### config.mk
export PLATFORM = sky130hd
export DESIGN_NAME = cfg_port_bridge
export DESIGN_NICKNAME = d
export VERILOG_FILES = /design/src/rtl/cfgb_pkg.sv /design/src/rtl/cfgb_ptr_reg.sv /design/src/rtl/cfgb_route.sv /design/src/rtl/cfgb_seq.sv /design/src/rtl/cfg_port_bridge.sv
export SDC_FILE = /design/constraint.sdc
export NUM_CORES = 1
export LEC_CHECK = 0
export BUFFER_PORTS_ARGS = -buffer_cell sky130_fd_sc_hd__buf_2
export CAP_MARGIN = 25
export CORE_UTILIZATION = 52
export CTS_CLUSTER_SIZE = 25
export DETAILED_ROUTE_END_ITERATION = 10
export GPL_TIMING_DRIVEN = 0
export HOLD_SLACK_MARGIN = 0.08
export PLACE_DENSITY = 0.86
export SLEW_MARGIN = 10
export SYNTH_ARGS = -nofsm -noshare
export SYNTH_HDL_FRONTEND = slang
export SYNTH_SLANG_ARGS = --single-unit
### constraint.sdc
create_clock -name clk -period 4.5 [get_ports clk]
set_input_delay 0.675 -clock clk [delete_from_list [all_inputs] [get_ports clk]]
set_output_delay 0.675 -clock clk [all_outputs]
set_load 0.02 [all_outputs]
### src/rtl/cfgb_pkg.sv
package cfgb_pkg;
  localparam int unsigned CFGB_DW     = 32;
  localparam int unsigned CFGB_EN_BIT = 31;
  localparam logic [3:0]  CMD_CFG_RD  = 4'b1010;
  localparam logic [3:0]  CMD_CFG_WR  = 4'b1011;

  typedef enum logic [1:0] {
    ROUTE_PTR   = 2'd0,
    ROUTE_BLANK = 2'd1,
    ROUTE_CFG   = 2'd2,
    ROUTE_IO    = 2'd3
  } route_e;

  typedef enum logic [1:0] {
    ST_IDLE = 2'd0,
    ST_CFG  = 2'd1,
    ST_IO   = 2'd2,
    ST_RESP = 2'd3
  } seq_e;

  // Doubleword configuration address: function and register fields kept, rest cleared
  function automatic logic [CFGB_DW-1:0] cfg_bus_addr(input logic [CFGB_DW-1:0] ptr);
    logic [CFGB_DW-1:0] a;
    a        = '0;
    a[10:8]  = ptr[10:8];
    a[7:2]   = ptr[7:2];
    return a;
  endfunction

  function automatic logic [3:0] cfg_cmd_of(input logic is_write);
    return is_write ? CMD_CFG_WR : CMD_CFG_RD;
  endfunction
endpackage

### src/rtl/cfgb_ptr_reg.sv
module cfgb_ptr_reg
  import cfgb_pkg::*;
#(
  parameter int unsigned DW = CFGB_DW
) (
  input  logic          clk,
  input  logic          rst_n,
  input  logic          wr_en,
  input  logic [DW-1:0] wdata,
  output logic [DW-1:0] ptr_q,
  output logic          written_q
);
  always_ff @(posedge clk) begin
    if (!rst_n) begin
      ptr_q     <= '0;
      written_q <= 1'b0;
    end else if (wr_en) begin
      ptr_q     <= wdata;
      written_q <= 1'b1;
    end
  end
endmodule

### src/rtl/cfgb_route.sv
module cfgb_route
  import cfgb_pkg::*;
#(
  parameter int unsigned    IO_AW     = 16,
  parameter logic [IO_AW-1:0] PTR_PORT  = 16'h0CF8,
  parameter logic [IO_AW-1:0] DATA_PORT = 16'h0CFC
) (
  input  logic [IO_AW-1:0] host_addr,
  input  logic             written,
  input  logic             enable,
  output route_e           route
);
  always_comb begin
    if (host_addr == PTR_PORT)       route = ROUTE_PTR;
    else if (host_addr != DATA_PORT) route = ROUTE_IO;
    else if (!written)               route = ROUTE_BLANK;
    else if (enable)                 route = ROUTE_CFG;
    else                             route = ROUTE_IO;
  end
endmodule

### src/rtl/cfgb_seq.sv
module cfgb_seq
  import cfgb_pkg::*;
#(
  parameter int unsigned IO_AW = 16,
  parameter int unsigned DW    = CFGB_DW
) (
  input  logic             clk,
  input  logic             rst_n,
  input  logic             host_req,
  input  logic             host_we,
  input  logic [IO_AW-1:0] host_addr,
  input  logic [DW-1:0]    host_wdata,
  input  route_e           route,
  input  logic [DW-1:0]    ptr_q,
  output logic [DW-1:0]    host_rdata,
  output logic             host_ready,
  output logic             cfg_req,
  output logic [3:0]       cfg_cmd,
  output logic [DW-1:0]    cfg_addr,
  output logic [DW-1:0]    cfg_wdata,
  input  logic             cfg_ack,
  input  logic [DW-1:0]    cfg_rdata,
  output logic             io_req,
  output logic             io_we,
  output logic [IO_AW-1:0] io_addr,
  output logic [DW-1:0]    io_wdata,
  input  logic             io_ack,
  input  logic [DW-1:0]    io_rdata,
  output logic             accept_evt,
  output logic             ptr_wr_evt
);
  seq_e             state_q;
  logic             we_q;
  logic [IO_AW-1:0] addr_q;
  logic [DW-1:0]    wdata_q;
  logic [DW-1:0]    cfgaddr_q;
  logic [DW-1:0]    rdata_q;

  assign accept_evt = (state_q == ST_IDLE) && host_req;
  assign ptr_wr_evt = accept_evt && host_we && (route == ROUTE_PTR);

  always_ff @(posedge clk) begin
    if (!rst_n) begin
      state_q   <= ST_IDLE;
      we_q      <= 1'b0;
      addr_q    <= '0;
      wdata_q   <= '0;
      cfgaddr_q <= '0;
      rdata_q   <= '0;
    end else begin
      case (state_q)
        ST_IDLE: if (host_req) begin
          we_q    <= host_we;
          addr_q  <= host_addr;
          wdata_q <= host_wdata;
          case (route)
            ROUTE_PTR: begin
              rdata_q <= host_we ? '0 : ptr_q;
              state_q <= ST_RESP;
            end
            ROUTE_BLANK: begin
              rdata_q <= host_we ? '0 : '1;
              state_q <= ST_RESP;
            end
            ROUTE_CFG: begin
              cfgaddr_q <= cfg_bus_addr(ptr_q);
              state_q   <= ST_CFG;
            end
            default: state_q <= ST_IO;
          endcase
        end
        ST_CFG: if (cfg_ack) begin
          rdata_q <= we_q ? '0 : cfg_rdata;
          state_q <= ST_RESP;
        end
        ST_IO: if (io_ack) begin
          rdata_q <= we_q ? '0 : io_rdata;
          state_q <= ST_RESP;
        end
        default: state_q <= ST_IDLE;
      endcase
    end
  end

  assign host_ready = (state_q == ST_RESP);
  assign host_rdata = rdata_q;
  assign cfg_req    = (state_q == ST_CFG);
  assign cfg_cmd    = cfg_cmd_of(we_q);
  assign cfg_addr   = cfgaddr_q;
  assign cfg_wdata  = wdata_q;
  assign io_req     = (state_q == ST_IO);
  assign io_we      = we_q;
  assign io_addr    = addr_q;
  assign io_wdata   = wdata_q;
endmodule

### src/rtl/cfg_port_bridge.sv
module cfg_port_bridge
  import cfgb_pkg::*;
#(
  parameter int unsigned      IO_AW     = 16,
  parameter logic [IO_AW-1:0] PTR_PORT  = 16'h0CF8,
  parameter logic [IO_AW-1:0] DATA_PORT = 16'h0CFC
) (
  input  logic             clk,
  input  logic             rst_n,
  input  logic             host_req,
  input  logic             host_we,
  input  logic [IO_AW-1:0] host_addr,
  input  logic [31:0]      host_wdata,
  output logic [31:0]      host_rdata,
  output logic             host_ready,
  output logic             cfg_req,
  output logic [3:0]       cfg_cmd,
  output logic [31:0]      cfg_addr,
  output logic [31:0]      cfg_wdata,
  input  logic             cfg_ack,
  input  logic [31:0]      cfg_rdata,
  output logic             io_req,
  output logic             io_we,
  output logic [IO_AW-1:0] io_addr,
  output logic [31:0]      io_wdata,
  input  logic             io_ack,
  input  logic [31:0]      io_rdata
);
  localparam int unsigned DW = CFGB_DW;

  logic [DW-1:0] ptr_q;
  logic          written_q;
  route_e        route;
  logic          accept_evt;
  logic          ptr_wr_evt;

  cfgb_ptr_reg #(.DW(DW)) u_ptr (
    .clk       (clk),
    .rst_n     (rst_n),
    .wr_en     (ptr_wr_evt),
    .wdata     (host_wdata),
    .ptr_q     (ptr_q),
    .written_q (written_q)
  );

  cfgb_route #(.IO_AW(IO_AW), .PTR_PORT(PTR_PORT), .DATA_PORT(DATA_PORT)) u_route (
    .host_addr (host_addr),
    .written   (written_q),
    .enable    (ptr_q[CFGB_EN_BIT]),
    .route     (route)
  );

  cfgb_seq #(.IO_AW(IO_AW), .DW(DW)) u_seq (
    .clk        (clk),
    .rst_n      (rst_n),
    .host_req   (host_req),
    .host_we    (host_we),
    .host_addr  (host_addr),
    .host_wdata (host_wdata),
    .route      (route),
    .ptr_q      (ptr_q),
    .host_rdata (host_rdata),
    .host_ready (host_ready),
    .cfg_req    (cfg_req),
    .cfg_cmd    (cfg_cmd),
    .cfg_addr   (cfg_addr),
    .cfg_wdata  (cfg_wdata),
    .cfg_ack    (cfg_ack),
    .cfg_rdata  (cfg_rdata),
    .io_req     (io_req),
    .io_we      (io_we),
    .io_addr    (io_addr),
    .io_wdata   (io_wdata),
    .io_ack     (io_ack),
    .io_rdata   (io_rdata),
    .accept_evt (accept_evt),
    .ptr_wr_evt (ptr_wr_evt)
  );
endmodule

After elaboration in Yosys (flattened, before gate mapping). Cells that the tools add are included.

Equality and inequality tests: 11. Mux-type cells: 19. Reduce and logical (&&, ||, !) cells: 11.

Operators by type and width (number): 32-bit 2-to-1 mux (7); 32-bit one-hot mux with 3 select lines (1); 32-bit one-hot mux with 2 select lines (1); 16-bit by 12-bit == test with 1-bit output (second input constant) (1); 16-bit by 12-bit inequality test with 1-bit output (second input constant) (1); 2-bit 2-to-1 mux (6); 2-bit == test (second input constant) (3); 2-bit one-hot mux with 3 select lines (1); 3-bit AND reduction (2); 5-bit AND reduction (1); 2-bit by 1-bit == test with 1-bit output (second input constant) (2); 2-bit logical NOT (2); 2-bit by 1-bit inequality test with 1-bit output (second input constant) (2); 2-bit one-hot mux with 2 select lines (1); 1-bit logical AND (3); 3-bit inequality test (second input constant) (1); 3-bit nonzero test (1); 1-bit 2-to-1 mux (2); 2-bit inequality test (second input constant) (1); 2-bit AND reduction (1); 2-bit OR reduction (1).

Flip-flop bits (word level): 125. Output and inout bits: 152. Logic and storage cells: 49.

Depth between registers and ports, before layout. Gate-level depths: netlist (run 1).

Depth in word-level cells: 9. Mapped depth: 9. Gate-level depth less buffers: 6.

By module. From an unflattened synthesis (run 1), not the netlist that was laid out.

Cell total of the unflattened synthesis: 676. Area, all modules: 5915.7 µm².

Modules (own cells, without submodules): cfgb_seq (times used 1, cells each 563, area an instance 4578.1 µm², sequential area each 1841.8 µm²); cfgb_ptr_reg (times used 1, cells each 105, area an instance 1271.2 µm², sequential area each 660.6 µm²); cfgb_route (times used 1, cells each 8, area an instance 66.3 µm², sequential area each 0.0 µm²).

Worst setup path after synthesis (run 1). OpenSTA, ideal clock, no wires.

Path type: flip-flop to flip-flop. Start: reg u_seq.state_q[0]. End: reg u_seq.rdata_q[21], in the netlist u_seq.host_rdata[21]. Setup time: 0.142 ns. Arrival time: 1.989 ns. Required time: 4.358 ns. Slack: 2.369 ns. Stages on the path, launching flop included: 10. Clock period less this slack: 2.131 ns. Cell sequence: dfxtp_1 -> inv_1 -> ha_1 -> buf_6 -> nor2b_4 -> or4_4 -> buf_6 -> buf_6 -> a211oi_2 -> a311oi_1.

Word-level cells in the longest chain between the ends: 3.

Ends and longest elaborated chain: from (decl) (RTL line cfgb_seq.sv:32) `seq_e state_q;`; from (signal assigned) (RTL line cfgb_seq.sv:44) `state_q <= ST_IDLE;`; from (signal assigned) (RTL line cfgb_seq.sv:59) `state_q <= ST_RESP;`; from (signal assigned) (RTL line cfgb_seq.sv:63) `state_q <= ST_RESP;`; 2-bit == test *; named net io_req (RTL line cfg_port_bridge.sv:22) `output logic io_req,`; 2-bit by 1-bit inequality test with 1-bit output (no source line) / 3-bit nonzero test (equally long branches); 5-bit AND reduction (no source line); to (signal assigned) (RTL line cfgb_seq.sv:58) `rdata_q <= host_we ? '0 : ptr_q;`; to (signal assigned) (RTL line cfgb_seq.sv:62) `rdata_q <= host_we ? '0 : '1;`; to (signal assigned) (RTL line cfgb_seq.sv:73) `rdata_q <= we_q ? '0 : cfg_rdata;`; to (decl) (RTL line cfgb_seq.sv:37) `logic [DW-1:0] rdata_q;`.

Mark *: on every way through the listed nets, which the timed path passes. The rest lies on a longest branch. A chain may end at the register's enable or synchronous reset.

Worst setup path after layout (run 1).
Start: reg u_seq.state_q[1]. End: reg u_seq.rdata_q[8], in the netlist u_seq.host_rdata[8].

Word-level cells in the longest chain between the ends: 3.

Ends and longest elaborated chain: 2-bit == test, or another cell as far along (RTL line cfgb_seq.sv:51) `case (state_q)`; 2-bit by 1-bit inequality test with 1-bit output (no source line), or another cell as far along; 5-bit AND reduction (no source line).

Several ways; a longest one is shown, not always the timed one.

==> results of run 1 <==
[state kept, by name, indices dropped and copies added (netlist names)]
signal and cells:
u_seq.io_addr 16, u_ptr.written_q 1, u_seq.io_we 1, u_ptr.ptr_q 32, u_seq.cfg_wdata 32, u_seq.state_q 2, u_seq.host_rdata 32, u_seq.cfg_addr 9
[critical path, delay by kind of cell, from the launching register on]
kind	cells	cell delay, ns
buffers and inverters	3	0.52
flip-flops	1	0.38
AO/OA/AOI/OAI	2	0.45
AND/OR/NAND/NOR	2	0.74
adder cells (fa/ha/maj)	1	0.21
[through the flow]
stage	setup WS [ns]	instances	hold WS (ns)
2_1_floorplan	2.37	741	0.436
4_1_cts	2.12	1158	0.454
3_5_place_dp	1.98	1127	0.446
6_report	2.07	1159	0.452
3_3_place_gp	2.01	1127	0.438
5_1_grt	1.98	1159	0.472
[final timing paths]
path / from / end
hold reg to reg: u_seq.io_addr[11] / u_seq.io_addr[11]
setup / recovery: u_seq.state_q[1] / u_seq.host_rdata[8]
setup reg to reg: u_seq.state_q[1] / u_seq.host_rdata[8]
hold / removal: u_seq.io_addr[11] / u_seq.io_addr[11]
[cell usage after synthesis (2+ instances only)]
cell type	count	area share [%]
nand2_1	175	11
dfxtp_1	125	40
a311oi_1	64	9.0
buf_4	60	7.2
a21oi_1	51	4.1
clkbuf_1	47	2.8
mux2i_1	41	6.6
a22oi_1	33	4.0
nor2_1	33	2.0
a211oi_2	30	6.0
buf_2	12	0.96
buf_6	11	2.0
ha_1	4	0.80
a211oi_1	2	0.24
conb_1	2	0.12
inv_1	2	0.12
nor2b_4	2	0.44
nor4b_1	2	0.28
[metal layers]
metal	vias to the layer above	part of all wire (%)	GRT usage, %
met3	36	7.7	6.26
met5	-	0	0
met1	2930	42	37.2
met2	312	48	49.6
li1	3053	-	-
met4	0	2.3	12.8
[cells by family (layout without fill, tap and decap cells)]
kind of cell,Yosys count,count (layout)
AO/OA/AOI/OAI,184,184
flip-flops,125,125
buffers and inverters,133,407
AND/OR/NAND/NOR,228,228
adder cells (fa/ha/maj),4,4
multiplexers,41,41
other,2,27
[final cells by class]
type	instances	area share [%]
clock buffer	24	5.89
inverter	3	0.135
antenna	1	0.0300
timing repair buffer	243	14.6
clock inverter	7	1.32
multi-input combinational	483	36.2
tap	143	2.14
buffer	130	9.72
sequential	125	30.0
[report_power, final]
group	total, mW	internal [mW]	switching (mW)
logic	2.36	0.899	1.46
registers	1.41	1.29	0.118
clock network	1.40	0.924	0.474
==> metrics.md, run 1 <==
| Metric | Value |
|---|---|
| Mapped Cells | approximately 700 |
| Detailed Place HPWL | 14300 um |
| Initial DRC count | 498 |
| Sequential element share of the synthesized area | approximately two fifths |
| Ys Warns | 0 |
| Commonest non-fill, non-tap cell in the layout | buf_2 |
| First-pass GRT wire length | roughly 29000 um |
| Commonest non-fill, non-tap cells in the layout | buf_2 (255), nand2_1 (175), dfxtp_1 (125) |
| Width of the die | between 100 and 150 um |
| I/O pin cnt | 270 |
| Crit-path max FO | 10 |
| Endpoints failing setup | 0 |
| CTS tree | done |
| Clk_lat worst skew | about 0.40 ns |
| Clock buffer count from CTS | 17 |
| Fmax | just over 400 MHz |
| Clock sink total | about 130 |
| Post-synth EDFFs | 0 |
| Slowest CP cell | nor4_4 |
| Total grt overflow | 0 |
| Minimum clock period | around 2.4 ns |
| Reg2Reg Setup Slack | 2.07 ns |
| Clk root buf | clkbuf_16 |
| Clock slew at reported path FFs | 0.05 ns |
| RSZ-0062 raised after global routing | no |
| Core ar. | between 10000 and 15000 um^2 |
| HP Class | reg2reg |
| Final Hold Viols | 0 |
| Xor and xnor fraction of the mapped netlist area | 0% |
| Reg2Reg Depth | 8 |
| Footprint of the multi-input gates | slightly above 3000 um^2 |
| Post-Synth Adder-Cell Area | 0.800% |
| Num rows | 39 |
| Fraction of layout cells with a size suffix above 1 | between 30% and 40% |
| Critical Path AT | between 2 and 3 ns |
| Initial Utilization | roughly 54% |
| Die height | ~110 um |
| Synth Cell Area | 6250 um^2 |
| Pwr dens | about 620 nW/um^2 |
| Crit-path cells | inv_1, ha_1, clkbuf_1, and2b_1, nor4_4, buf_6, a311oi_1, a311oi_1 |
| CTS-repair resized insts | 0 |
| Per-cell routed wire length | 16.5 um |
| Seq. cell area | between 2000 and 3000 um^2 |
| Compound-Gate Fraction of Synth Area | between 20% and 30% |
| Yosys reg bits | approximately 130 |
| Leak | approximately 3.7 nW |
| Placed standard-cell area | between 7000 and 8000 um^2 |
| Hold depth | 2 |
| Die footprint | around 12000 um^2 |
| Worst stage delay on the critical path | ~0.47 ns |
| Most frequent CP cell | a311oi_1 |
| Core Util, Final | between 70% and 80% |
| Total number of vias | approximately 6300 |
| Avg Cell Area, Syn | about 8.7 um^2 |
| Nets | between 1000 and 1500 |
| Post-synthesis mux area share | 6.56% |
| Antenna-violating nets left | 0 |
| Routability congestion estimate | slightly below 0.9 |
| Least-Margin Pin Slew | roughly 0.69 ns |
| Detail-routed via count per cell | 5.46 |
| Synth unique cells | 39 |
| Area Growth Syn to Fin | 33.4% |
| Largest family of logic cells by synthesized area | compound AO/OA/AOI/OAI gates |
| Final TNS setup | 0 ns |
| Max VDD drop | 319 uV |
| Final period utilization | 54.0% |
| Vias in the first global route | just under 6000 |
| GRT Total Usage | just under 30% |
| Post-Synth Simple-Gate Area | roughly 16% |
| Critical Path Sink Type | flop |
| Drt first pass iters | 11 |
| Fillers | about 950 |
| Pin count of the biggest net entering global routing | 17 |
| Routed wire length | approximately 19000 um |
| Clock Skews | 0.00844 ns |
| Status | finished, violations left |
| Slew headroom | 54.1% |
| Initial antenna violation count | 1 |
| Synth async-reset ratio | 0% |
| Max capacitance violation total | 0 |
| Port Buf Inserts | around 240 |
| Postcts setup bufs | 0 |
| Hold-fix buffers at CTS | 0 |
| DRC | 15 |
| CP Class | reg2reg |
| Crit path launch type | flop |
| Final Max Tran Viols | 0 |
| Max clock buf depth | 2 |
| Worst EP required | around 4.8 ns |
| Failing checks | design-rule violations |
| Cell area after layout | 8340 um^2 |
| Ys flop type | dfxtp_1 |
| H-tree level count | 4 |
| PnR Total Power | between 5 and 6 mW |
Note: power is estimated with default switching activity, not from simulation.
==> inputs of run 2 (changes only) <==
CORE_UTILIZATION = 48   (was 52)
PLACE_DENSITY = 0.81   (was 0.86)
clock period = 2.26 ns   (was 4.5 ns; I/O delays follow)
==> run 2 against run 1 <==
Effect of this change: the run now ends clean; final area about the same; register-to-register slack lost 2.0 ns; critical path depth grew 1; core utilization shrank 6.3 points; worst hold slack worse by 0.29 ns; combinational power increased by 100%; global-route usage fell by 1.6 points; cell count up 2.5%; non-clock buffer count did not move; via count shrank 1.2%; clock-buffer cell count is 2 higher; highest routed layer unchanged.
==> metrics.md, run 2 (same netlist as run 1, synthesis figures left out) <==
| Metric | Value |
|---|---|
| N_diodes | 0 (was 1) |
| Total number of vias | 6253 (was 6331) |
| Slew headroom | 55.8% (was 54.1%) |
| Antenna-violating nets left | 0 (unchanged) |
| Minimum clock period | 2.20 ns (was 2.43 ns) |
| Worst path top cell family by delay | simple AND/OR/NAND/NOR gates (unchanged) |
| I/O pin cnt | 270 (unchanged) |
| Cell area after layout | 8340 um^2 (about the same) |
| Area Growth Syn to Fin | 33.4% (about the same) |
| Clock Skews | 0.0111 ns (was 0.00844 ns) |
| Initial Utilization | 49.4% (was 54.1%) |
| GRT Total Usage | 28.1% (was 29.7%) |
| Port Buf Inserts | 243 (unchanged) |
| Commonest non-fill, non-tap cell in the layout | buf_2 (unchanged) |
| Clock slew at reported path FFs | 0.06 ns (was 0.05 ns) |
| Crit-path cells | inv_1, ha_1, buf_6, nor2b_4, or4_4, buf_6, buf_6, a211oi_2, a311oi_1 (was inv_1, ha_1, clkbuf_1, and2b_1, nor4_4, buf_6, a311oi_1, a311oi_1) |
| HP Class | in2reg (was reg2reg) |
| Final Max Tran Viols | 0 (unchanged) |
| Drt first pass iters | 5 (was 11) |
| Clk_lat worst skew | 0.42 ns (was 0.40 ns) |
| Vias in the first global route | 5811 (was 5892) |
| Pin count of the biggest net entering global routing | 17 (unchanged) |
| Worst stage delay on the critical path | 0.51 ns (was 0.47 ns) |
| Placed standard-cell area | 7770 um^2 (was 7740 um^2) |
| Per-cell routed wire length | 15.9 um (was 16.5 um) |
| Die height | 116 um (was 112 um) |
| Detailed Place HPWL | 14400 um (was 14300 um) |
| Width of the die | 116 um (was 112 um) |
| Num rows | 41 (was 39) |
| Dpl ws | -0.0296 ns (was 1.98 ns) |
| Initial DRC count | 638 (was 498) |
| Crit path buf inv count | 4 (was 3) |
| Die footprint | 13500 um^2 (was 12500 um^2) |
| Routability congestion estimate | 0.870 (was 0.876) |
| Final period utilization | 97.2% (was 54.0%) |
| Max clock buf depth | 2 (unchanged) |
| Clock buffer count from CTS | 17 (unchanged) |
| Max VDD drop | 607 uV (was 319 uV) |
| CP Class | reg2reg (unchanged) |
| Final Hold Slack | 0.161 ns (was 0.452 ns) |
| RSZ-0062 raised after global routing | no (unchanged) |
| Critical Path Sink Type | flop (unchanged) |
| H-tree level count | 4 (unchanged) |
| Status | completed (was finished, violations left) |
| Most frequent CP cell | buf_6 (was a311oi_1) |
| Final setup margin | 0.0643 ns (was 2.07 ns) |
| Clock sink total | 125 (unchanged) |
| Worst EP required | 2.54 ns (was 4.79 ns) |
| Fraction of layout cells with a size suffix above 1 | 39.4% (was 38.6%) |
| Max capacitance violation total | 0 (unchanged) |
| Crit-path max FO | 10 (unchanged) |
| CTS tree | done (unchanged) |
| Routed wire length | 18900 um (was 19100 um) |
| Fillers | 1088 (was 952) |
| Footprint of the multi-input gates | 3040 um^2 (was 3020 um^2) |
| Leak | 3.70 nW (was 3.73 nW) |
| Initial antenna violation count | 0 (was 1) |
| Least-Margin Pin Slew | 0.662 ns (was 0.689 ns) |
| Final Hold Viols | 0 (unchanged) |
| First-pass GRT wire length | 28800 um (was 29300 um) |
| Core ar. | 12700 um^2 (was 11600 um^2) |
| Slowest CP cell | or4_4 (was nor4_4) |
| Crit path launch type | flop (unchanged) |
| Critical Path AT | 2.47 ns (was 2.71 ns) |
| Clk root buf | clkbuf_16 (unchanged) |
| Seq. cell area | 2500 um^2 (about the same) |
| DRC | 0 (was 15) |
| Nets | 1125 (unchanged) |
| Detail-routed via count per cell | 5.26 (was 5.46) |
| Commonest non-fill, non-tap cells in the layout | buf_2 (255), nand2_1 (175), dfxtp_1 (123) (was buf_2 (255), nand2_1 (175), dfxtp_1 (125)) |
| Total grt overflow | 0 (unchanged) |
| Pwr dens | 1200 nW/um^2 (was 619 nW/um^2) |
| Fmax | 455 MHz (was 412 MHz) |
| Endpoints failing setup | 0 (unchanged) |
[run 2: cell count changes in the layout (fill, tap and decap cells not counted), moves of 2 or more]
cell	previous run	this run
clkbuf_1	50	47
clkinvlp_4	0	2
dfxtp_2	0	2
bufinv_16	3	0
dfxtp_1	125	123
clkbuf_2	0	4
[run 2: per-stage QoR]
step / utilization, % / instances / TNS, ns / total power [mW]
floorplan: - / 741 / 0 / 6.22
global placement: 61.4 / 1156 / -0.0162 / 7.40
detailed placement: 61.4 / 1156 / -0.106 / 7.46
CTS: 65.6 / 1187 / 0 / 9.93
global route: 65.8 / 1188 / 0 / 10.6
finish: 65.8 / 1188 / 0 / 10.0
[run 2: cell type report]
class | instances | share of cell area, %
plain buffers | 129 | 9.74
clock buffers | 26 | 5.99
clock inverters | 6 | 0.420
inverters | 3 | 0.135
multi-input cells | 483 | 36.4
flip-flops and latches | 125 | 30.0
well taps | 172 | 2.58
repair buffers | 244 | 14.7
[run 2: timing repair]
item / in CTS / in global routing
hold buffers: 0 / 0
pin swaps: 0 / 1
setup endpoints to repair: 9 / 41
resized for setup: 1 / 13
buffers inserted: 0 / 1
[run 2: final timing paths]
path                               to              from  cells past startpoint  slack, ns
setup / recovery  u_seq.host_rdata[8]  u_seq.state_q[0]                      9       0.06
hold / removal       u_seq.io_addr[9]      host_addr[9]                      3       0.16
setup reg to reg  u_seq.host_rdata[8]  u_seq.state_q[0]                      9       0.06
hold reg to reg      u_seq.io_addr[4]  u_seq.io_addr[4]                      2       0.46
[run 2: layer usage]
layer	up-vias	GRT usage (%)	routed length (um)
li1	3057	-	-
met1	2892	35.5	8040
met2	267	46.2	9040
met3	37	6.28	1340
met4	0	12.4	434
met5	-	0	0
[run 2: tightest hold or removal path, stage by stage]
cell and delay, ns:
buf_2 0.10, nand2_1 0.05, a21oi_1 0.05
[run 2: where the power goes]
part,switching (mW),internal [mW],total (mW)
combinational,2.91,1.83,4.74
clock,0.968,1.51,2.48
sequential,0.237,2.58,2.81
